## config.mk

```make
export PLATFORM = sky130hd
export DESIGN_NAME = ms_stat_irq
export DESIGN_NICKNAME = d
export VERILOG_FILES = /design/src/rtl/ms_pkg.sv /design/src/rtl/ms_ring_sync.sv /design/src/rtl/ms_rx_hold.sv /design/src/rtl/ms_irq_ctl.sv /design/src/rtl/ms_stat_irq.sv
export SDC_FILE = /design/constraint.sdc
export NUM_CORES = 1
export LEC_CHECK = 0
export ABC_AREA = 1
export BUFFER_PORTS_ARGS = -buffer_cell sky130_fd_sc_hd__clkbuf_2
export CAP_MARGIN = 20
export CORE_UTILIZATION = 47
export CTS_BUF_LIST = sky130_fd_sc_hd__clkbuf_2 sky130_fd_sc_hd__clkbuf_4 sky130_fd_sc_hd__clkbuf_8
export DETAILED_ROUTE_END_ITERATION = 7
export MAX_ROUTING_LAYER = met4
export PLACE_DENSITY = 0.88
export SLEW_MARGIN = 20
export SYNTH_ARGS = -nofsm -noshare
export SYNTH_HDL_FRONTEND = slang
export SYNTH_SLANG_ARGS = --single-unit
export TNS_END_PERCENT = 30
```

## constraint.sdc

```tcl
create_clock -name clk_i -period 1 [get_ports clk_i]
set_input_delay 0.1 -clock clk_i [delete_from_list [all_inputs] [get_ports clk_i]]
set_output_delay 0.1 -clock clk_i [all_outputs]
set_load 0.02 [all_outputs]
```

## src/rtl/ms_pkg.sv

```systemverilog
package ms_pkg;
  localparam int unsigned STAT_W = 16;
  localparam int unsigned CTRL_W = 15;
  localparam int unsigned CHAR_W = 8;
  localparam int unsigned AUX_W  = 7;

  localparam int unsigned B_IRQ   = 15;
  localparam int unsigned B_RING  = 14;
  localparam int unsigned B_AUX   = 7;
  localparam int unsigned B_RDY   = 6;
  localparam int unsigned B_OVF   = 5;
  localparam int unsigned B_FERR  = 4;
  localparam int unsigned B_PARA  = 3;
  localparam int unsigned B_PARB  = 2;
  localparam int unsigned B_DUAL  = 1;
  localparam int unsigned B_DEMOD = 0;

  localparam int unsigned EV_LO = 5;
  localparam int unsigned EV_HI = 14;
  localparam int unsigned EV_W  = EV_HI - EV_LO + 1;

  localparam int unsigned C_RING_EN = 5;
  localparam int unsigned C_IRQ_OE  = 6;
  localparam int unsigned C_GRST    = 7;
  localparam int unsigned C_CLR     = 8;
  localparam int unsigned C_DUAL    = 9;
  localparam int unsigned C_FSK     = 10;

  function automatic int unsigned mask_pos(int unsigned k);
    return (k <= 9) ? k - 5 : k + 1;
  endfunction
endpackage

```

## src/rtl/ms_ring_sync.sv

```systemverilog
module ms_ring_sync (
  input  logic clk_i,
  input  logic rst_ni,
  input  logic ring_ni,
  output logic ring_det_o
);
  logic s1_q, s2_q;

  always_ff @(posedge clk_i or negedge rst_ni) begin
    if (!rst_ni) begin
      s1_q <= 1'b1;
      s2_q <= 1'b1;
    end else begin
      s1_q <= ring_ni;
      s2_q <= s1_q;
    end
  end

  assign ring_det_o = ~s2_q;
endmodule

```

## src/rtl/ms_rx_hold.sv

```systemverilog
module ms_rx_hold
  import ms_pkg::*;
(
  input  logic                clk_i,
  input  logic                rst_ni,
  input  logic                hold_clr_i,
  input  logic                dual_i,
  input  logic                stb_i,
  input  logic [CHAR_W-1:0]   char_i,
  input  logic                ferr_i,
  input  logic                rd_i,
  output logic                ready_o,
  output logic                ovf_o,
  output logic                ferr_o,
  output logic                par_a_o,
  output logic                par_b_o,
  output logic                two_o,
  output logic [2*CHAR_W-1:0] data_o
);
  logic [1:0]        cnt_q, cnt_n;
  logic [CHAR_W-1:0] a_q, a_n, b_q, b_n;
  logic              pa_q, pa_n, pb_q, pb_n, ovf_q, ovf_n, ferr_q, ferr_n;

  always_comb begin
    cnt_n  = cnt_q;
    a_n    = a_q;
    b_n    = b_q;
    pa_n   = pa_q;
    pb_n   = pb_q;
    ovf_n  = ovf_q;
    ferr_n = ferr_q;
    if (rd_i) begin
      cnt_n  = '0;
      a_n    = '0;
      b_n    = '0;
      pa_n   = 1'b0;
      pb_n   = 1'b0;
      ovf_n  = 1'b0;
      ferr_n = 1'b0;
    end
    if (stb_i) begin
      if (ferr_i) ferr_n = 1'b1;
      if (cnt_n == 2'd0) begin
        a_n   = char_i;
        pa_n  = ~^char_i;
        cnt_n = 2'd1;
      end else if (dual_i && cnt_n == 2'd1) begin
        b_n   = char_i;
        pb_n  = ~^char_i;
        cnt_n = 2'd2;
      end else begin
        ovf_n = 1'b1;
        if (dual_i) begin
          b_n  = char_i;
          pb_n = ~^char_i;
        end else begin
          a_n  = char_i;
          pa_n = ~^char_i;
        end
      end
    end
    if (hold_clr_i) begin
      cnt_n  = '0;
      a_n    = '0;
      b_n    = '0;
      pa_n   = 1'b0;
      pb_n   = 1'b0;
      ovf_n  = 1'b0;
      ferr_n = 1'b0;
    end
  end

  always_ff @(posedge clk_i or negedge rst_ni) begin
    if (!rst_ni) begin
      cnt_q  <= '0;
      a_q    <= '0;
      b_q    <= '0;
      pa_q   <= 1'b0;
      pb_q   <= 1'b0;
      ovf_q  <= 1'b0;
      ferr_q <= 1'b0;
    end else begin
      cnt_q  <= cnt_n;
      a_q    <= a_n;
      b_q    <= b_n;
      pa_q   <= pa_n;
      pb_q   <= pb_n;
      ovf_q  <= ovf_n;
      ferr_q <= ferr_n;
    end
  end

  assign ready_o = (cnt_q != 2'd0);
  assign two_o   = (cnt_q == 2'd2);
  assign ovf_o   = ovf_q;
  assign ferr_o  = ferr_q;
  assign par_a_o = pa_q;
  assign par_b_o = pb_q;
  assign data_o  = {b_q, a_q};
endmodule

```

## src/rtl/ms_irq_ctl.sv

```systemverilog
module ms_irq_ctl
  import ms_pkg::*;
(
  input  logic            clk_i,
  input  logic            rst_ni,
  input  logic [EV_W-1:0] ev_i,
  input  logic [EV_W-1:0] en_i,
  input  logic            rd_stat_i,
  input  logic            clr_cmd_i,
  output logic            edge_hit_o,
  output logic            irq_o
);
  logic [EV_W-1:0] prev_q;
  logic            irq_q;

  assign edge_hit_o = |(ev_i & ~prev_q & en_i);

  always_ff @(posedge clk_i or negedge rst_ni) begin
    if (!rst_ni) begin
      prev_q <= '0;
      irq_q  <= 1'b0;
    end else begin
      prev_q <= ev_i;
      // new edge outranks every clear source
      if (edge_hit_o)                  irq_q <= 1'b1;
      else if (rd_stat_i || clr_cmd_i) irq_q <= 1'b0;
    end
  end

  assign irq_o = irq_q;
endmodule

```

## src/rtl/ms_stat_irq.sv

```systemverilog
module ms_stat_irq
  import ms_pkg::*;
(
  input  logic                clk_i,
  input  logic                rst_ni,
  input  logic                ctrl_we_i,
  input  logic [CTRL_W-1:0]   ctrl_wdata_i,
  input  logic                rd_stat_i,
  input  logic                rd_data_i,
  input  logic                rx_stb_i,
  input  logic [CHAR_W-1:0]   rx_char_i,
  input  logic                rx_ferr_i,
  input  logic [AUX_W-1:0]    aux_flags_i,
  input  logic                demod_i,
  input  logic                ring_ni,
  output logic [STAT_W-1:0]   stat_o,
  output logic [2*CHAR_W-1:0] rxd_o,
  output logic                irq_no
);
  logic [CTRL_W-1:0] ctrl_q;
  logic              ring_det, clr_cmd, edge_hit, irq;
  logic              ready, ovf, ferr, par_a, par_b, two;
  logic [EV_W-1:0]   ev_vec, en_vec;

  always_ff @(posedge clk_i or negedge rst_ni) begin
    if (!rst_ni)        ctrl_q <= '0;
    else if (ctrl_we_i) ctrl_q <= ctrl_wdata_i;
  end

  assign clr_cmd = ctrl_we_i & (ctrl_wdata_i[C_GRST] | ctrl_wdata_i[C_CLR]);

  ms_ring_sync u_ring (
    .clk_i      (clk_i),
    .rst_ni     (rst_ni),
    .ring_ni    (ring_ni),
    .ring_det_o (ring_det)
  );

  ms_rx_hold u_hold (
    .clk_i      (clk_i),
    .rst_ni     (rst_ni),
    .hold_clr_i (ctrl_q[C_GRST]),
    .dual_i     (ctrl_q[C_DUAL]),
    .stb_i      (rx_stb_i),
    .char_i     (rx_char_i),
    .ferr_i     (rx_ferr_i),
    .rd_i       (rd_data_i),
    .ready_o    (ready),
    .ovf_o      (ovf),
    .ferr_o     (ferr),
    .par_a_o    (par_a),
    .par_b_o    (par_b),
    .two_o      (two),
    .data_o     (rxd_o)
  );

  assign ev_vec = {ring_det, aux_flags_i, ready, ovf};

  for (genvar k = EV_LO; k < EV_HI; k++) begin : g_en
    assign en_vec[k-EV_LO] = ctrl_q[mask_pos(k)];
  end
  assign en_vec[EV_HI-EV_LO] = ctrl_q[C_RING_EN] & ctrl_q[C_IRQ_OE];

  ms_irq_ctl u_irq (
    .clk_i      (clk_i),
    .rst_ni     (rst_ni),
    .ev_i       (ev_vec),
    .en_i       (en_vec),
    .rd_stat_i  (rd_stat_i),
    .clr_cmd_i  (clr_cmd),
    .edge_hit_o (edge_hit),
    .irq_o      (irq)
  );

  always_comb begin
    stat_o                     = '0;
    stat_o[B_IRQ]              = irq;
    stat_o[EV_HI:EV_LO]        = ev_vec;
    stat_o[B_FERR]             = ferr;
    stat_o[B_PARA]             = par_a;
    stat_o[B_PARB]             = par_b;
    stat_o[B_DUAL]             = two;
    stat_o[B_DEMOD]            = ctrl_q[C_FSK] & demod_i;
  end

  assign irq_no = ~(irq & ctrl_q[C_IRQ_OE]);
endmodule

```

Yosys cells after proc, flatten, opt, wreduce, memory -nomap -nowiden

Index checks and enable logic that the tools add are counted.

Logic and storage cells: 71
Input port bits: 39
Output and inout bits: 33
Bits in registers: 50

Muxes and demuxes: 40
Equal/unequal tests: 2
Bitwise logic cells: 10
Reduce and logical (&&, ||, !) cells: 7

Operators by type and width:

| operator           | number |
|---|---|
| $mux 8             | 12 |
| $mux 1             | 23 |
| $and 10x10->10     | 2 |
| $mux 2             | 5 |
| $not 10->10        | 1 |
| $reduce_or 10->1   | 1 |
| $reduce_xnor 8->1  | 1 |
| $and 1x1->1        | 4 |
| $reduce_bool 2->1  | 2 |
| $eq 2x1->1 const B | 1 |
| $eq 2x2->1 const B | 1 |
| $logic_not 2->1    | 1 |
| $not 1->1          | 2 |
| $logic_and 1x1->1  | 1 |
| $logic_or 1x1->1   | 1 |
| $or 1x1->1         | 1 |

Depth between registers and ports, before layout

Gate-level depths: netlist of run 1.

Depth after elaboration: 7
Depth in mapped cells: 9

Cells and area by module

Synthesis of run 1 repeated with hierarchy kept, for this count alone.

Cells, all modules: 269
Area total of the unflattened synthesis: 2357.3 µm²

By module, submodules not included:

| module       | area an instance (µm²) | cells an instance | instances | sequential area each (µm²) |
|---|---|---|---|---|
| ms_rx_hold   | 1148.6                 | 147               | 1         | 550.5 |
| ms_stat_irq  | 725.7                  | 82                | 1         | 350.3 |
| ms_irq_ctl   | 426.7                  | 37                | 1         | 275.3 |
| ms_ring_sync | 56.3                   | 3                 | 1         | 52.6 |

Least setup slack after synthesis of run 1

No wires, ideal clock.

Kind: reg-to-reg
Start point: register u_hold.cnt_q[1]
End point: register u_hold.b_q[6]
Setup slack: -66 ps
Data required time: 881 ps
Buffers on the path: 1
Clock period less this slack: 1066 ps
Data arrival time: 947 ps
Cell stages (with the launch flop): 7
Cell sequence: dfrtp_1 > nand2_1 > nand2_4 > nand3_4 > buf_6 > o21ai_2 > a21oi_2

Longest elaborated chain between the ends: 7
Elaborated cells on any way between the ends: 8
Classes of those cells: 1 x eq/ne; 5 x mux; 2 x reduce/logical

Ends and longest elaborated chain:

| element                | RTL line         | RTL |
|---|---|---|
| start, declared        | ms_rx_hold.sv:20 | `logic [1:0] cnt_q, cnt_n;` |
| start signal, assigned | ms_rx_hold.sv:83 | `cnt_q <= cnt_n;` |
| $mux 2 (*)             | ms_rx_hold.sv:32 | `if (rd_i) begin` |
| $eq 2x1->1             | ms_rx_hold.sv:47 | `end else if (dual_i && cnt_n == 2'd1) begin` |
| $logic_and 1x1->1      | ms_rx_hold.sv:47 |  |
| $mux 8                 | ms_rx_hold.sv:47 |  |
| $mux 8 (*)             | ms_rx_hold.sv:43 | `if (cnt_n == 2'd0) begin` |
| $mux 8 (*)             | ms_rx_hold.sv:41 | `if (stb_i) begin` |
| $mux 8 (*)             | ms_rx_hold.sv:62 | `if (hold_clr_i) begin` |
| via u_hold.b_n[6]      | ms_rx_hold.sv:21 | `logic [CHAR_W-1:0] a_q, a_n, b_q, b_n;` |
| end signal, assigned   | ms_rx_hold.sv:85 | `b_q <= b_n;` |
| end, declared          | ms_rx_hold.sv:21 |  |

The timed path passes the listed nets; every way through them passes the cells marked *.
A chain may end at the register's enable or synchronous reset.

Final worst setup path of run 1

Start point: register u_hold.cnt_q[0]
End point: output port stat_o[6]

Longest elaborated chain between the ends: 1

Ends and longest elaborated chain:

| element           | RTL line          | RTL |
|---|---|---|
| $reduce_bool 2->1 | ms_rx_hold.sv:93  | `assign ready_o = (cnt_q != 2'd0);` |
| end, declared     | ms_stat_irq.sv:16 | `output logic [STAT_W-1:0] stat_o,` |

Every way passes these cells.

==> results of run 1 <==
==> metrics by stage <==
| step | hold WS (ns) | setup slack, ns | cell area, um^2 | power [W] | instances |
|---|---|---|---|---|---|
| after global routing | 0.0275 | -0.231 | 3080 | 0.00505 | 382 |
| after floorplan | -0.196 | -0.0366 | 2250 | 0.00276 | 245 |
| after CTS | 0.0160 | -0.218 | 3000 | 0.00482 | 380 |
| after detailed placement | -0.0343 | -0.156 | 2590 | 0.00305 | 355 |
| final | 0.0120 | -0.194 | 3080 | 0.00484 | 382 |
| after global placement | -0.0407 | -0.0914 | 2590 | 0.00302 | 355 |
==> power by group <==
part,internal (W),switching [W]
logic,0.000413,0.000554
clock network,0.000993,0.000646
registers,0.00213,0.000101
total,0.00354,0.00130
==> cells by family (layout without fill, tap and decap cells) <==
group           after synthesis  count (layout)  share of synthesized area (%)
simple gates                 89              90                           17.6
compound gates               50              50                           11.9
flops                        49              49                           54.6
buf+inv                      48             132                           11.5
mux                           8               8                           4.00
xor+xnor                      1               1                          0.389
==> layout make-up <==
type                       count  area, um^2  share of cell area [%]
clock buffer                   5        68.8                    2.23
clock inverter                 3        65.1                    2.11
inverter                      26         105                    3.41
multi-input combinational    149         885                    28.7
sequential                    49        1230                    40.0
tap                           52        65.1                    2.11
timing repair buffer          98         659                    21.4
==> per-layer routing <==
metal,up-vias,share of wire [%]
met4,0,1.1
met1,871,43
met2,59,51
li1,938,-
met5,-,0
met3,7,5.3
==> state kept, by name, indices dropped and copies added (netlist names) <==
signal / cells
ctrl_q: 14
u_irq.prev_q: 10
u_hold.a_q: 8
u_hold.b_q: 8
u_hold.cnt_q: 2
u_hold.ferr_o: 1
u_hold.ovf_o: 1
u_hold.par_a_o: 1
u_hold.par_b_o: 1
u_irq.irq_o: 1
u_ring.s1_q: 1
u_ring.s2_q: 1
==> layout by cell type, fill, tap and decap left out, types with 3 or more instances in the layout <==
| cell | synthesis | layout |
|---|---|---|
| nand2_1 | 55 | 54 |
| nand3_1 | 4 | 4 |
| nor2_1 | 19 | 18 |
| a21oi_2 | 3 | 13 |
| o21ai_1 | 1 | 6 |
| buf_6 | 2 | 5 |
| inv_2 | 1 | 4 |
| mux2_2 | 8 | 8 |
| buf_4 | 15 | 12 |
| inv_1 | 24 | 21 |
| nor3_1 | 3 | 3 |
| clkbuf_8 | 0 | 7 |
| clkbuf_2 | 0 | 64 |
| o21ai_0 | 24 | 8 |
| nand2_4 | 4 | 5 |
| o21ai_2 | 1 | 11 |
| dlygate4sd3_1 | 0 | 10 |
| a21oi_1 | 19 | 9 |
| dfrtp_1 | 47 | 45 |
==> path summary, 6_finish.rpt <==
| kind | end | slack, ns |
|---|---|---|
| worst max-delay path | stat_o[6] | -0.19 |
| worst max register to register | u_hold.a_q[0] | -0.18 |
| max in group asynchronous | u_hold.cnt_q[1] | 0.32 |
| worst min register to register | u_ring.s2_q | 0.36 |
| worst min-delay path | ctrl_q[2] | 0.01 |
| min in group asynchronous | u_irq.prev_q[9] | 0.19 |
==> repair_timing <==
item,CTS,global route
endpoints found under the setup margin,25,29
pin swaps,7,4
setup buffers,7,1
hold buffers,10,0
cloned,0,1
gates resized for setup,39,29
hold endpoints to repair,58,0
==> critical path: cells and delay by family, from the launching register on <==
kind / cells / cell delay (ns)
and+or+nand+nor: 1 / 0.14
buffers and inverters: 2 / 0.19
DFF: 1 / 0.46
==> metrics, run 1 <==
status finished, violations left; failing checks DRC, setup timing; measured slew at the worst slew-check pin 0.309 ns; largest cells by area after synthesis dfrtp_1 52%, nand2_1 9.2%, o21ai_0 5.3%; Peak VDD IR 808 uV; CP startpoint kind flip-flop; period utilisation layout 119%; EDFF count, synth 0; pin count of the biggest net entering global routing 43; port bufs between 70 and 80; DR iter-0 viols 71; Wirelength per Cell 13.3 um; DRT Wirelength 5.08 mm; flops & latches, synth 49; post-synth top area share about 52%; Clock H-tree levels 2; ys flop type dfrtp_1; vias 1,875; diode count 0; synth unique cells 26; Hold Path Class in -> reg; Post-Route Utilization between 60 and 70%; clk_lat worst skew roughly 0.30 ns; Critical Path Fanout Max 3; die height between 70 and 80 um; proportion of layout cells with a drive suffix above 1 44.2%; fin crit period 1.19 ns; worst setup margin -0.194 ns; Synthesized Nets between 200 and 300; DRC Markers 9; initial core utilization between 50% and 60%; leak pwr 1.60 nW; Root Buffer clkbuf_8; vias in the first global route 1,901; HPWL reported at the end of detailed placement 3.43 mm; Slew HR 79.4%; core area 4470 um^2; first-pass GRT wire length 8.47 mm; Async SR Flop Fraction 100%; Max Clk Rate 838 MHz; GP Congestion 0.785; Via density 4.91; critical register-to-register path startpoint u_hold.cnt_q[1]; Worst Hold Path Cells 3; Final #Nets 368; CP Capture Type output pin; Synth top cells by count 55 x nand2_1, 47 x dfrtp_1, 24 x inv_1, 24 x o21ai_0; Rows 24; IO Count between 70 and 80; critical path's slowest cell dfrtp_2; Num Clock Sinks 49; Synth Instances 245; Most Crowded Layer GR met2; register area share after synthesis 54.6%; worst clock skew 0.00957 ns; TritonCTS Buffers 5; start point of the critical path u_hold.cnt_q[0]; CTS tree done; Setup CP Type reg -> out; Worst Path Arrival 1.09 ns; die area roughly 5100 um^2; M3 GR Usage 4.13%; Worst path max stage delay 0.46 ns; CP Cell Sequence nor2_4, inv_2, clkbuf_8; Slew Limit Fails 0; antenna violations before repair 0; Area Growth Syn to Fin 36.9%; TNS Setup -3.40 ns; CP required around 0.90 ns; dominant cell by count in the synthesized netlist nand2_1; DRT antenna net count 0; M1 GR Usage 26.6%; R2R depth 7; Total GRT Usage between 20% and 30%; yosys warns 0; Max Buffers Root-to-Sink 2; Fillers 350; final setup vio count 25; DR pass1 iterations 6; Chip Width 71.2 um; GR Util met2 38.2%; Syn Std Cell Area 2250 um^2; Synth area leader dfrtp_1; clock-pin slew of the registers on the worst-case setup and hold paths roughly 0.09 ns; RSZ-0062 raised after global routing yes; Pwr per Cell Area 1570 nW/um^2; final hold violations 0; Max-Cap Viols 0; hold_sp ctrl_wdata_i[2]; total gr overflow 0; syn avg cell area 9.18 um^2
Note: power is estimated with default switching activity, not from simulation.
==> run 2, diff against run 1 <==
--- a/config.mk
+++ b/config.mk
@@ -8,11 +8,11 @@
 export ABC_AREA = 1
 export BUFFER_PORTS_ARGS = -buffer_cell sky130_fd_sc_hd__clkbuf_2
 export CAP_MARGIN = 20
-export CORE_UTILIZATION = 47
+export CORE_UTILIZATION = 50
 export CTS_BUF_LIST = sky130_fd_sc_hd__clkbuf_2 sky130_fd_sc_hd__clkbuf_4 sky130_fd_sc_hd__clkbuf_8
 export DETAILED_ROUTE_END_ITERATION = 7
 export MAX_ROUTING_LAYER = met4
-export PLACE_DENSITY = 0.88
+export PLACE_DENSITY = 0.89
 export SLEW_MARGIN = 20
 export SYNTH_ARGS = -nofsm -noshare
 export SYNTH_HDL_FRONTEND = slang
==> constraint.sdc (replaced) <==
create_clock -name clk_i -period 1.2 [get_ports clk_i]
set_input_delay 0.12 -clock clk_i [delete_from_list [all_inputs] [get_ports clk_i]]
set_output_delay 0.12 -clock clk_i [all_outputs]
set_load 0.02 [all_outputs]
==> run 2 against run 1 <==
Compared with the run above: the run now ends clean; flip-flop and latch count did not move; worst hold slack improved by 0.022 ns; non-clock buffer count is 11 lower; largest power group unchanged; highest routed layer unchanged.
==> metrics, run 2 (same netlist as run 1, synthesis figures left out) <==
critical path's slowest cell dfrtp_1; Clock H-tree levels 2; final setup vio count 0; Peak VDD IR 779 uV; Rows 24; most common cell after layout, fill and taps aside clkbuf_2; final hold violations 0; clock-pin slew of the registers on the worst-case setup and hold paths 0.08 ns; RSZ-0062 raised after global routing yes; WP depth 3; measured slew at the worst slew-check pin 0.326 ns; Fillers 374; leak pwr 1.49 nW; CTS tree done; Worst path max stage delay approximately 0.42 ns; Hold Path Class in -> reg; area of placed instances 2570 um^2; DRT Wirelength 4.65 mm; Num Clock Sinks between 40 and 50; GP Congestion approximately 0.8; Worst Path Arrival between 1 and 1.5 ns; IO Count 72; CP Cell Sequence nor2_2, inv_1, clkbuf_2; cell family contributing the most delay on the critical path flip-flops; Final Instance Area 2810 um^2; die height ~69 um; DRT antenna net count 0; vias in the first global route about 1,700; DRC Markers 0; fin cells 370; Root Buffer clkbuf_8; DR iter-0 viols 120; worst clock skew 0.00503 ns; Slew HR 78.3%; diode count 0; r2r setup slk 0.008 ns; status complete, no violations; Worst Hold Path Cells 3; Slew Limit Fails 0; period utilisation layout 99.4%; Largest regs ctrl_q: 14 flops, u_irq.prev_q: 10 flops; port bufs 71; clk_lat worst skew 0.29 ns; CP required between 1 and 1.5 ns; Wirelength per Cell between 10 and 15 um; Reg with most FFs ctrl_q; Tot Pwr 0.00356 W; HPWL reported at the end of detailed placement about 3.3 mm; first-pass GRT wire length 7.73 mm; initial core utilization 52.0%; Max Buffers Root-to-Sink 2; Critical Path Fanout Max 3; fin crit period 1.19 ns; max reg flops 14; Pwr per Cell Area ~1300 nW/um^2; worst path buffer plus inverter count 2; Chip Width between 60 and 70 um; CP startpoint kind flip-flop; Via density around 5.0; antenna violations before repair 0; total gr overflow 0; core area 4320 um^2; DR pass1 iterations 4; R2R depth 5; Final #Nets 356; Area Growth Syn to Fin 24.9%; pin count of the biggest net entering global routing 50; TNS Setup 0 ns; Setup CP Type reg -> out; Max Clk Rate 839 MHz; Max-Cap Viols 0; TritonCTS Buffers 5; most frequent cells in the layout 70 x clkbuf_2, 54 x nand2_1, 47 x dfrtp_1; proportion of layout cells with a drive suffix above 1 35.2%; CP Capture Type output pin; Inst Count DP 350; Total GRT Usage 21.1%; vias 1,834; die area between 4000 and 5000 um^2
==> run 2: repair_timing <==
action,4_1_cts,5_1_grt
hold buffers,9,0
pin swaps,0,2
gates resized for setup,5,13
setup endpoints to repair,9,19
setup buffers,0,3
cloned,0,0
endpoints found under the hold margin,55,0
==> run 2: per-layer routing <==
layer  GRT usage, %  part of all wire [%]  wire (um)
met5              -                     0          0
met4           6.80                   1.3         61
met3           3.95                   5.2        240
met2           35.9                    52       2400
met1           25.2                    42       1950
==> run 2: worst min-delay path, cell delays in order <==
cell,delay [ns]
clkbuf_2,0.07
nand2_1,0.04
o21ai_0,0.06
==> run 2: through the flow <==
stage	setup slack (ns)	hold WS, ns	utilization [%]
after floorplan	0.134	-0.176	-
after global placement	0.0851	0.128	59.4
after detailed placement	-0.0102	0.129	59.4
after CTS	-0.0116	0.0328	64.0
after global routing	-0.0851	0.0431	65.0
final	0.00762	0.0341	65.0
==> run 2: where the power goes <==
group          switching [W]  total [W]  internal, W
logic               0.000417   0.000690     0.000273
registers          0.0000751    0.00185      0.00178
clock network       0.000500    0.00102     0.000521
==> run 2: area by class of cell <==
| cell class | instances | area, um^2 | share of cell area [%] |
|---|---|---|---|
| Sequential cell | 49 | 1230 | 43.7 |
| Multi-Input combinational cell | 148 | 788 | 28.1 |
| Timing Repair Buffer | 87 | 526 | 18.7 |
| Inverter | 26 | 100 | 3.56 |
| Clock buffer | 7 | 96.3 | 3.43 |
| Tap cell | 52 | 65.1 | 2.32 |
| Clock inverter | 1 | 5.00 | 0.178 |
==> run 2: worst paths after layout <==
kind                                  from               to
max                        u_hold.cnt_q[1]        stat_o[6]
min                        ctrl_wdata_i[4]        ctrl_q[4]
max reg2reg                u_hold.cnt_q[0]    u_hold.b_q[6]
min reg2reg                    u_ring.s1_q      u_ring.s2_q
max in group asynchronous           rst_ni      u_ring.s1_q
min in group asynchronous           rst_ni  u_irq.prev_q[4]
